### config.mk
export PLATFORM = sky130hd
export DESIGN_NAME = kcfg_port_top
export DESIGN_NICKNAME = d
export VERILOG_FILES = /design/src/rtl/kcfg_pkg.sv /design/src/rtl/kcfg_key_fsm.sv /design/src/rtl/kcfg_dev_bank.sv /design/src/rtl/kcfg_glob_regs.sv /design/src/rtl/kcfg_port_top.sv
export SDC_FILE = /design/constraint.sdc
export NUM_CORES = 1
export LEC_CHECK = 0
export BUFFER_PORTS_ARGS = -buffer_cell sky130_fd_sc_hd__buf_2
export CORE_ASPECT_RATIO = 1.2
export CORE_MARGIN = 2
export CORE_UTILIZATION = 55
export CTS_CLUSTER_SIZE = 8
export DETAILED_ROUTE_END_ITERATION = 12
export HOLD_SLACK_MARGIN = 0.12
export PLACE_DENSITY_LB_ADDON = 0.05
export SLEW_MARGIN = 20
export SYNTH_ARGS = -nofsm -noshare
export SYNTH_HDL_FRONTEND = slang
export SYNTH_SLANG_ARGS = --single-unit
### constraint.sdc
create_clock -name clk -period 3.5 [get_ports clk]
set_input_delay 0.35 -clock clk [delete_from_list [all_inputs] [get_ports clk]]
set_output_delay 0.35 -clock clk [all_outputs]
set_load 0.02 [all_outputs]
### src/rtl/kcfg_pkg.sv
package kcfg_pkg;

    localparam logic [7:0] REG_CTRL    = 8'h02;
    localparam logic [7:0] REG_SEL     = 8'h07;
    localparam logic [7:0] REG_ID_HI   = 8'h20;
    localparam logic [7:0] REG_ID_LO   = 8'h21;
    localparam logic [7:0] REG_VER     = 8'h22;
    localparam logic [7:0] REG_ENA     = 8'h30;
    localparam logic [7:0] REG_BASE_HI = 8'h60;
    localparam logic [7:0] REG_BASE_LO = 8'h61;
    localparam logic [7:0] REG_IRQ     = 8'h70;
    localparam logic [7:0] BANK_START  = 8'h30;

    localparam logic [7:0] KEY_FIRST   = 8'h87;
    localparam logic [7:0] KEY_SECOND  = 8'h01;
    localparam logic [7:0] KEY_THIRD   = 8'h55;
    localparam logic [7:0] SEAL_BYTE   = 8'hAA;
    localparam logic [7:0] EMPTY_READ  = 8'hFF;
    localparam int         CTRL_SEAL_BIT = 1;

    typedef enum logic [1:0] {
        KS_IDLE = 2'd0,
        KS_ONE  = 2'd1,
        KS_TWO  = 2'd2,
        KS_LAST = 2'd3
    } key_stage_t;

    typedef struct packed {
        logic        ena;
        logic [15:0] io_base;
        logic [3:0]  irq;
    } dev_regs_t;

    typedef struct packed {
        logic       hit;
        logic [7:0] data;
    } rd_resp_t;

    function automatic logic [7:0] key_final(input logic [15:0] base);
        return (base == 16'h002E) ? 8'h55 : 8'hAA;
    endfunction

    function automatic logic [7:0] key_expect(input key_stage_t st, input logic [7:0] fin);
        logic [7:0] b;
        case (st)
            KS_IDLE: b = KEY_FIRST;
            KS_ONE:  b = KEY_SECOND;
            KS_TWO:  b = KEY_THIRD;
            default: b = fin;
        endcase
        return b;
    endfunction

    function automatic dev_regs_t dev_default(input int n);
        dev_regs_t d;
        d = '0;
        case (n)
            1: begin d.io_base = 16'h03F8; d.irq = 4'd4; end
            2: begin d.io_base = 16'h02F8; d.irq = 4'd3; end
            default: ;
        endcase
        return d;
    endfunction

endpackage

### src/rtl/kcfg_key_fsm.sv
module kcfg_key_fsm
    import kcfg_pkg::*;
#(
    parameter logic [15:0] PORT_BASE = 16'h002E
) (
    input  logic       clk,
    input  logic       rst,
    input  logic       feed,
    input  logic [7:0] byte_in,
    output logic       unlock
);
    localparam logic [7:0] FINAL_BYTE = key_final(PORT_BASE);

    key_stage_t stage_q;
    logic       match;

    always_comb begin
        match  = (byte_in == key_expect(stage_q, FINAL_BYTE));
        unlock = feed && match && (stage_q == KS_LAST);
    end

    always_ff @(posedge clk) begin
        if (rst) begin
            stage_q <= KS_IDLE;
        end else if (feed) begin
            if (match) begin
                stage_q <= (stage_q == KS_LAST) ? KS_IDLE : key_stage_t'(stage_q + 2'd1);
            end else if (byte_in == KEY_FIRST) begin
                stage_q <= KS_ONE;
            end else begin
                stage_q <= KS_IDLE;
            end
        end
    end
endmodule

### src/rtl/kcfg_dev_bank.sv
module kcfg_dev_bank
    import kcfg_pkg::*;
#(
    parameter int MAX_LDN = 10
) (
    input  logic       clk,
    input  logic       rst,
    input  logic [7:0] sel,
    input  logic [7:0] reg_idx,
    input  logic       wr_en,
    input  logic [7:0] wdata,
    output rd_resp_t   resp
);
    localparam int NUM_DEV = MAX_LDN + 1;

    dev_regs_t dev_q [NUM_DEV];
    logic      sel_ok;
    logic      reg_known;

    always_comb begin
        sel_ok    = (int'(sel) <= MAX_LDN);
        reg_known = (reg_idx == REG_ENA) || (reg_idx == REG_BASE_HI) ||
                    (reg_idx == REG_BASE_LO) || (reg_idx == REG_IRQ);
    end

    for (genvar g = 0; g < NUM_DEV; g++) begin : g_dev
        logic take;
        assign take = wr_en && sel_ok && (sel == 8'(g));

        always_ff @(posedge clk) begin
            if (rst) begin
                dev_q[g] <= dev_default(g);
            end else if (take) begin
                case (reg_idx)
                    REG_ENA:     dev_q[g].ena           <= wdata[0];
                    REG_BASE_HI: dev_q[g].io_base[15:8] <= wdata;
                    REG_BASE_LO: dev_q[g].io_base[7:0]  <= wdata;
                    REG_IRQ:     dev_q[g].irq           <= wdata[3:0];
                    default: ;
                endcase
            end
        end
    end

    dev_regs_t cur;

    always_comb begin
        cur = '0;
        for (int i = 0; i < NUM_DEV; i++) begin
            if (sel == 8'(i)) cur = dev_q[i];
        end
        resp.hit = sel_ok && reg_known;
        case (reg_idx)
            REG_ENA:     resp.data = {7'd0, cur.ena};
            REG_BASE_HI: resp.data = cur.io_base[15:8];
            REG_BASE_LO: resp.data = cur.io_base[7:0];
            REG_IRQ:     resp.data = {4'd0, cur.irq};
            default:     resp.data = EMPTY_READ;
        endcase
    end
endmodule

### src/rtl/kcfg_glob_regs.sv
module kcfg_glob_regs
    import kcfg_pkg::*;
#(
    parameter logic [15:0] CHIP_ID  = 16'h8712,
    parameter logic [3:0]  CHIP_VER = 4'h3
) (
    input  logic [7:0] reg_idx,
    input  logic [7:0] sel,
    output rd_resp_t   resp
);
    always_comb begin
        resp.hit = 1'b1;
        case (reg_idx)
            REG_CTRL:  resp.data = 8'h00;
            REG_SEL:   resp.data = sel;
            REG_ID_HI: resp.data = CHIP_ID[15:8];
            REG_ID_LO: resp.data = CHIP_ID[7:0];
            REG_VER:   resp.data = {4'd0, CHIP_VER};
            default: begin
                resp.hit  = 1'b0;
                resp.data = EMPTY_READ;
            end
        endcase
    end
endmodule

### src/rtl/kcfg_port_top.sv
module kcfg_port_top
    import kcfg_pkg::*;
#(
    parameter logic [15:0] PORT_BASE = 16'h002E,
    parameter logic [15:0] CHIP_ID   = 16'h8712,
    parameter logic [3:0]  CHIP_VER  = 4'h3,
    parameter int          MAX_LDN   = 10
) (
    input  logic       clk,
    input  logic       rst,
    input  logic       bus_addr,
    input  logic       bus_wr,
    input  logic       bus_rd,
    input  logic [7:0] bus_wdata,
    output logic [7:0] bus_rdata
);
    logic       open_q;
    logic [7:0] index_q;
    logic [7:0] sel_q;

    logic idx_wr, dat_wr, key_feed, key_done;
    logic seal_idx, seal_ctrl, bank_wr;
    rd_resp_t glob_resp, bank_resp;

    always_comb begin
        idx_wr    = bus_wr && !bus_addr;
        dat_wr    = bus_wr && bus_addr;
        key_feed  = idx_wr && !open_q;
        seal_idx  = idx_wr && open_q && (bus_wdata == SEAL_BYTE);
        seal_ctrl = dat_wr && open_q && (index_q == REG_CTRL) && bus_wdata[CTRL_SEAL_BIT];
        bank_wr   = dat_wr && open_q && (index_q >= BANK_START);
    end

    kcfg_key_fsm #(.PORT_BASE(PORT_BASE)) u_key (
        .clk     (clk),
        .rst     (rst),
        .feed    (key_feed),
        .byte_in (bus_wdata),
        .unlock  (key_done)
    );

    kcfg_glob_regs #(.CHIP_ID(CHIP_ID), .CHIP_VER(CHIP_VER)) u_glob (
        .reg_idx (index_q),
        .sel     (sel_q),
        .resp    (glob_resp)
    );

    kcfg_dev_bank #(.MAX_LDN(MAX_LDN)) u_bank (
        .clk     (clk),
        .rst     (rst),
        .sel     (sel_q),
        .reg_idx (index_q),
        .wr_en   (bank_wr),
        .wdata   (bus_wdata),
        .resp    (bank_resp)
    );

    always_ff @(posedge clk) begin
        if (rst) begin
            open_q  <= 1'b0;
            index_q <= 8'h00;
            sel_q   <= 8'h00;
        end else begin
            if (key_done) begin
                open_q <= 1'b1;
            end else if (seal_idx || seal_ctrl) begin
                open_q <= 1'b0;
            end
            if (idx_wr && open_q && !seal_idx) begin
                index_q <= bus_wdata;
            end
            if (dat_wr && open_q && (index_q == REG_SEL)) begin
                sel_q <= bus_wdata;
            end
        end
    end

    always_comb begin
        if (!bus_rd) begin
            bus_rdata = 8'h00;
        end else if (!open_q) begin
            bus_rdata = EMPTY_READ;
        end else if (!bus_addr) begin
            bus_rdata = index_q;
        end else if (glob_resp.hit) begin
            bus_rdata = glob_resp.data;
        end else if (bank_resp.hit) begin
            bus_rdata = bank_resp.data;
        end else begin
            bus_rdata = EMPTY_READ;
        end
    end
endmodule

---- Word-level counts from Yosys, hierarchy flattened ----
Memories as Yosys holds them, arrays and structs flattened.
Cells that the tools add are included.
operators by class
  add/subtract/negate cells ............... 1
  magnitude comparators ................... 2
  equal/unequal tests ..................... 24
  mux-type cells .......................... 207
  bitwise operators ....................... 44
  reduce and logical (&&, ||, !) cells .... 37
operator list
  kind                                                             count
  two-way mux 21 bit                                               11
  two-way mux 8 bit                                                27
  two-way mux 1 bit                                                153
  two-way mux 4 bit                                                11
  OR 1 bit                                                         44
  equality test 8 x 3 -> 1 bit (second input constant)             5
  case mux 8 bit (5 select lines)                                  1
  equality test 8 x 6 -> 1 bit (second input constant)             4
  case mux 8 bit (4 select lines)                                  1
  logical AND 1 bit                                                26
  equality test 8 x 2 -> 1 bit (second input constant)             3
  equality test 8 x 4 -> 1 bit (second input constant)             3
  equality test 8 x 7 -> 1 bit (second input constant)             3
  equality test 8 bit (second input constant)                      2
  case mux 8 bit (2 select lines)                                  1
  equality test 8 x 1 -> 1 bit (second input constant)             1
  equality test 8 bit                                              1
  >= comparator 8 x 6 -> 1 bit (second input constant)             1
  less-or-equal comparator 8 x 4 -> 1 bit (second input constant)  1
  zero test 8 bit                                                  1
  OR reduction 5 bit                                               1
  logical OR 1 bit                                                 4
  two-way mux 2 bit                                                2
  zero test 1 bit                                                  3
  other kinds (5)                                                  5
storage, ports and cells
  register bits ........................... 19
  memory bits (writable) .................. 231
  bits of input ports ..................... 13
  output and inout port bits .............. 8
  logic and storage cells ................. 320
  memories kept ........................... 1
memories
  name          depth  bits a word  rd ports  clocked after Yosys merged registers in  write ports  line                 text
  u_bank.dev_q  11     21           11        0                                        11           kcfg_dev_bank.sv:16  dev_regs_t dev_q [NUM_DEV];

---- Depth between registers and ports, before layout ----
  depth in word-level cells ............... 18
  gate-level depth with buffers ........... 12
  depth with buffers taken out ............ 8

---- Cells and area by module ----
From an unflattened synthesis, not the netlist that was laid out.
unflattened totals
  cell total of the unflattened synthesis .. 1,137
  area total of the unflattened synthesis .. 12,956.2 µm²
modules (own cells, without submodules)
  module          instances  cells each  area each (µm²)  seq. area each (µm²)
  kcfg_dev_bank   1          971         11,522.3         6,936.7
  kcfg_port_top   1          99          950.9            340.3
  kcfg_key_fsm    1          35          281.5            40.0
  kcfg_glob_regs  1          32          201.4            0.0

---- Worst setup path after synthesis ----
Ideal clock, no wire load.
  path type ............................... reg-to-reg
  start point ............................. register sel_q[5]
  end point ............................... memory u_bank.dev_q[3][12] (netlist bit), enable pin
  setup time .............................. 0.375 ns
  data arrival time ....................... 2.254 ns
  required time ........................... 3.125 ns
  slack ................................... 0.871 ns
  cell stages (with the launch flop) ...... 9
  buffers on the path ..................... 4
  period minus slack after synthesis ...... 2.629 ns
  cell sequence ........................... dfxtp_1 > or4_1 > buf_6 > nor3_4 > buf_6 > buf_4 > nand2_1 > clkbuf_1 > o21bai_1
RTL lines
  element                 line                 text
  from (decl)             kcfg_port_top.sv:19  logic [7:0] sel_q;
  from (signal assigned)  kcfg_port_top.sv:73  sel_q <= bus_wdata;
  to (decl)               kcfg_dev_bank.sv:16

---- Worst setup path after layout ----
  start point ............................. register sel_q[4]
  end point ............................... output port bus_rdata[3]
on the way
  cells in the longest elaborated chain, start to end .. 18
  elaborated cells on any way between the ends .. 30
  those cells by class .................... order compare (1); eq/ne (10); mux (17); reduce/logical (2)
ends and longest elaborated chain
  element                            line                 text
  zero test 8 bit                    kcfg_dev_bank.sv:50  if (sel == 8'(i)) cur = dev_q[i];
  two-way mux 21 bit (11 in series)  kcfg_dev_bank.sv:50
  case mux 8 bit (4 select lines)    kcfg_dev_bank.sv:53  case (reg_idx)
  two-way mux 8 bit (*)              kcfg_port_top.sv:87  end else if (bank_resp.hit) begin
  two-way mux 8 bit (*)              kcfg_port_top.sv:85  end else if (glob_resp.hit) begin
  two-way mux 8 bit (*)              kcfg_port_top.sv:83  end else if (!bus_addr) begin
  two-way mux 8 bit (*)              kcfg_port_top.sv:81  end else if (!open_q) begin
  two-way mux 8 bit (*)              kcfg_port_top.sv:79  if (!bus_rd) begin
  to (decl)                          kcfg_port_top.sv:15  output logic [7:0] bus_rdata
Mark *: on every way between the ends. The rest lies on a longest branch, timed or not.

==> results.yml <==
status:
  status: "completed"
worst_setup_path:
  crit_arrival_ps: 3120
  critical_path.endpoint_type: "primary output"
  critPathMaxStageDelay_ps: 680
  critical_path.top_delay_family: "simple AND/OR/NAND/NOR gates"
  worst_setup_path_start_kind: "flop"
  critical_path_buf_inv_count: 1
  worstSetupPathType: "flop to primary output"
  cp_cell_sequence: "or4_4, nor2_8, nand2_1, o211a_1, and3_1, o31ai_1, a31oi_1, buf_2"
  slowest_stage: "or4_4"
  cp_max_fo: 14
  required_ps: 3150
clock_network:
  clock_latency_ps: 530
  cts_max_level: 2
  clock_path_buffers: 3
  clk_pin_slew_ps: 50
  root_buffer: "clkbuf_16"
  cts_buffers: 37
  cts_tree: "done"
  cts.sinks: 250
synthesis:
  synthFlopType: "edfxtp_1"
  synth_most_common_cell: "edfxtp_1"
  yosys.area.top_type_share_pct: 54.5
  synth-simple-area-share_pct: 19.4
  syn_nets: 1137
  synth_area_per_cell_um2: 11.4
  yosys.area_share.adder_pct: 0.491
  synth_seq_cells: 250
  synth_compound_area_share_pct: 12.0
  synth_mux_area_share_pct: 6.94
  yosys_warnings: 0
  synthTopCellsByArea: "edfxtp_1 54%, and2_1 6.7%, nor2_1 4.2%, mux4_2 4.2%, dfxtp_1 3.0%"
  synth_top_area_cell: "edfxtp_1"
  synth_edf_count: 231
  synth_top_family_by_area: "simple AND/OR/NAND/NOR gates"
  postSynthCellCount: 1119
  synthXorXnorAreaFrac_pct: 0.0688
  netlist-cell-type-count: 72
  yosysSeqAreaShare_pct: 57.5
  netlist_area_um2: 12700
  ys_async_sr_fraction_pct: 0
  synthTopCellsByCount: "231 x edfxtp_1, 144 x nor2_1, 137 x and2_1, 58 x nand2_1, 55 x clkbuf_1"
timing:
  fmax_mhz: 288
  final_hold_viol_count: 0
  setup_viol: 0
  finClkSkew_ps: 14.7
  whs_ps: 192
  tightest_slew_ps: 1090
  tns_ps: 0
  final.min_clock_period_ps: 3470
  slew_headroom_pct: 27.0
  rsz0062_at_grt: "false"
  finalCritPeriodShare_pct: 99.2
  slew_viol_final: 0
power_and_ir_drop:
  p_leak_nw: 4.98
  power.density_nw_per_um2: 477
  peakVddDrop_v: 0.000547
place:
  dp_hpwl_um: 26800
  place_congestion: 0.971
  portBuffers: 20
route:
  remaining_drc_errors: 0
  via_per_inst: 6.31
  routedWlPerCell_um: 26.2
  finalWirelength_um: 39600
  firstDrtPassIters: 5
  drt_iter0_drc: 1142
  vias: 9536
  ant_nets: 0
finish:
  insertedDiodeCount: 0
  drive_gt1_share_pct: 19.0
  nNetsFinal: 1202
  syn2layout_area_growth_pct: 15.5
flow_run:
  cap_violations: 0
global_route:
  grt_max_degree: 38
  track_usage_pct: 33.1
  first_global_vias: 9287
  antenna_found_initial: 1
  grt_first_pass_wirelength_um: 59000
  grt-ovfl-total: 0
die:
  core_um2: 23000
  die_h_um: 171
  die_w_um: 143
  die_area_um2: 24400
  ios: 21
  start_util_pct: 55.4
  num_rows: 61
hold_path:
  hold_class: "input pin to flop"
-- per-layer routing --
metal	share of wire, %	track usage, %	up-vias
met1	40	45.0	4716
met3	7.7	4.59	91
met5	0	0	-
met4	3.3	11.5	0
li1	-	-	4240
met2	49	54.9	489
-- stage by stage --
stage               util (%)  instance area (um2)  worst slack [ps]  std cells  power [mW]
floorplan                  -                12700               871       1119        3.63
global placement        58.5                13400               327       1444        3.78
detailed placement      58.5                13400               276       1444        3.78
CTS                     63.4                14600             -28.8       1499        7.05
global route            64.0                14700              4.57       1512        7.20
finish                  64.0                14700              29.6       1512        7.02
-- final timing paths --
check,startpoint,end,slack (ps),depth (start not counted)
max,sel_q[4],bus_rdata[3],30,8
max reg2reg,sel_q[1],u_bank.dev_q[9][14],430,7
min reg2reg,u_key.stage_q[1],u_key.stage_q[1],490,2
min,bus_wdata[3],index_q[3],190,3
-- area by class of cell --
cell class	count	area, um2
multi-input combinational	767	5000
fill	1843	8260
clock buffer	48	967
clock inverter	4	96.3
timing repair buffer	114	872
sequential	250	7330
inverter	14	52.6
tap	315	394
-- flip-flops by register name, indices dropped and copies added, names as in the netlist --
name / count
u_bank.dev_q: 231
index_q: 8
sel_q: 8
u_key.stage_q: 2
open_q: 1
-- cell families after synthesis --
family,count (synthesis)
AO/OA/AOI/OAI,234
buffers and inverters,103
XOR/XNOR,1
flip-flops,250
multiplexers,57
AND/OR/NAND/NOR,469
adder cells (fa/ha/maj),5
-- power by group --
group / total [mW] / leakage [nW] / internal, mW / switching [mW]
Clock: 3.29 / 0.511 / 2.01 / 1.28
Combinational: 0.281 / 2.11 / 0.0945 / 0.186
Sequential: 3.45 / 2.36 / 3.40 / 0.0548
-- placed cells by master (no fill, tap or decap), types with 7 or more instances in the layout --
cell type	Yosys	layout
a21oi_1	35	35
a31oi_1	18	17
and2_1	137	137
and3_1	13	13
buf_2	23	19
buf_4	5	89
clkbuf_1	55	11
clkbuf_16	0	37
dfxtp_1	19	15
edfxtp_1	231	231
inv_1	14	14
mux2_2	10	10
mux2i_1	23	23
mux4_2	24	24
nand2_1	58	57
nand2b_1	8	7
nand3_1	21	21
nor2_1	144	143
nor2_2	15	16
nor2b_1	7	7
nor3_1	15	15
o21ai_0	51	51
o21ai_1	8	8
o21bai_1	44	44
o22ai_1	18	18
or3_1	17	16
-- tightest hold or removal path: stages --
cell	delay [ps]
buf_2	150
nor2_1	110
nor3_1	50
-- what timing repair did --
| action | CTS | global route |
|---|---|---|
| hold endpoints to repair | 1 | 0 |
| hold buffers | 1 | 0 |
| setup endpoints to repair | 8 | 7 |
| pin swaps | 1 | 4 |
| gates cloned | 1 | 0 |
| resized for setup | 1 | 13 |
| setup buffers | 1 | 13 |
(Power assumes the default switching activity.)
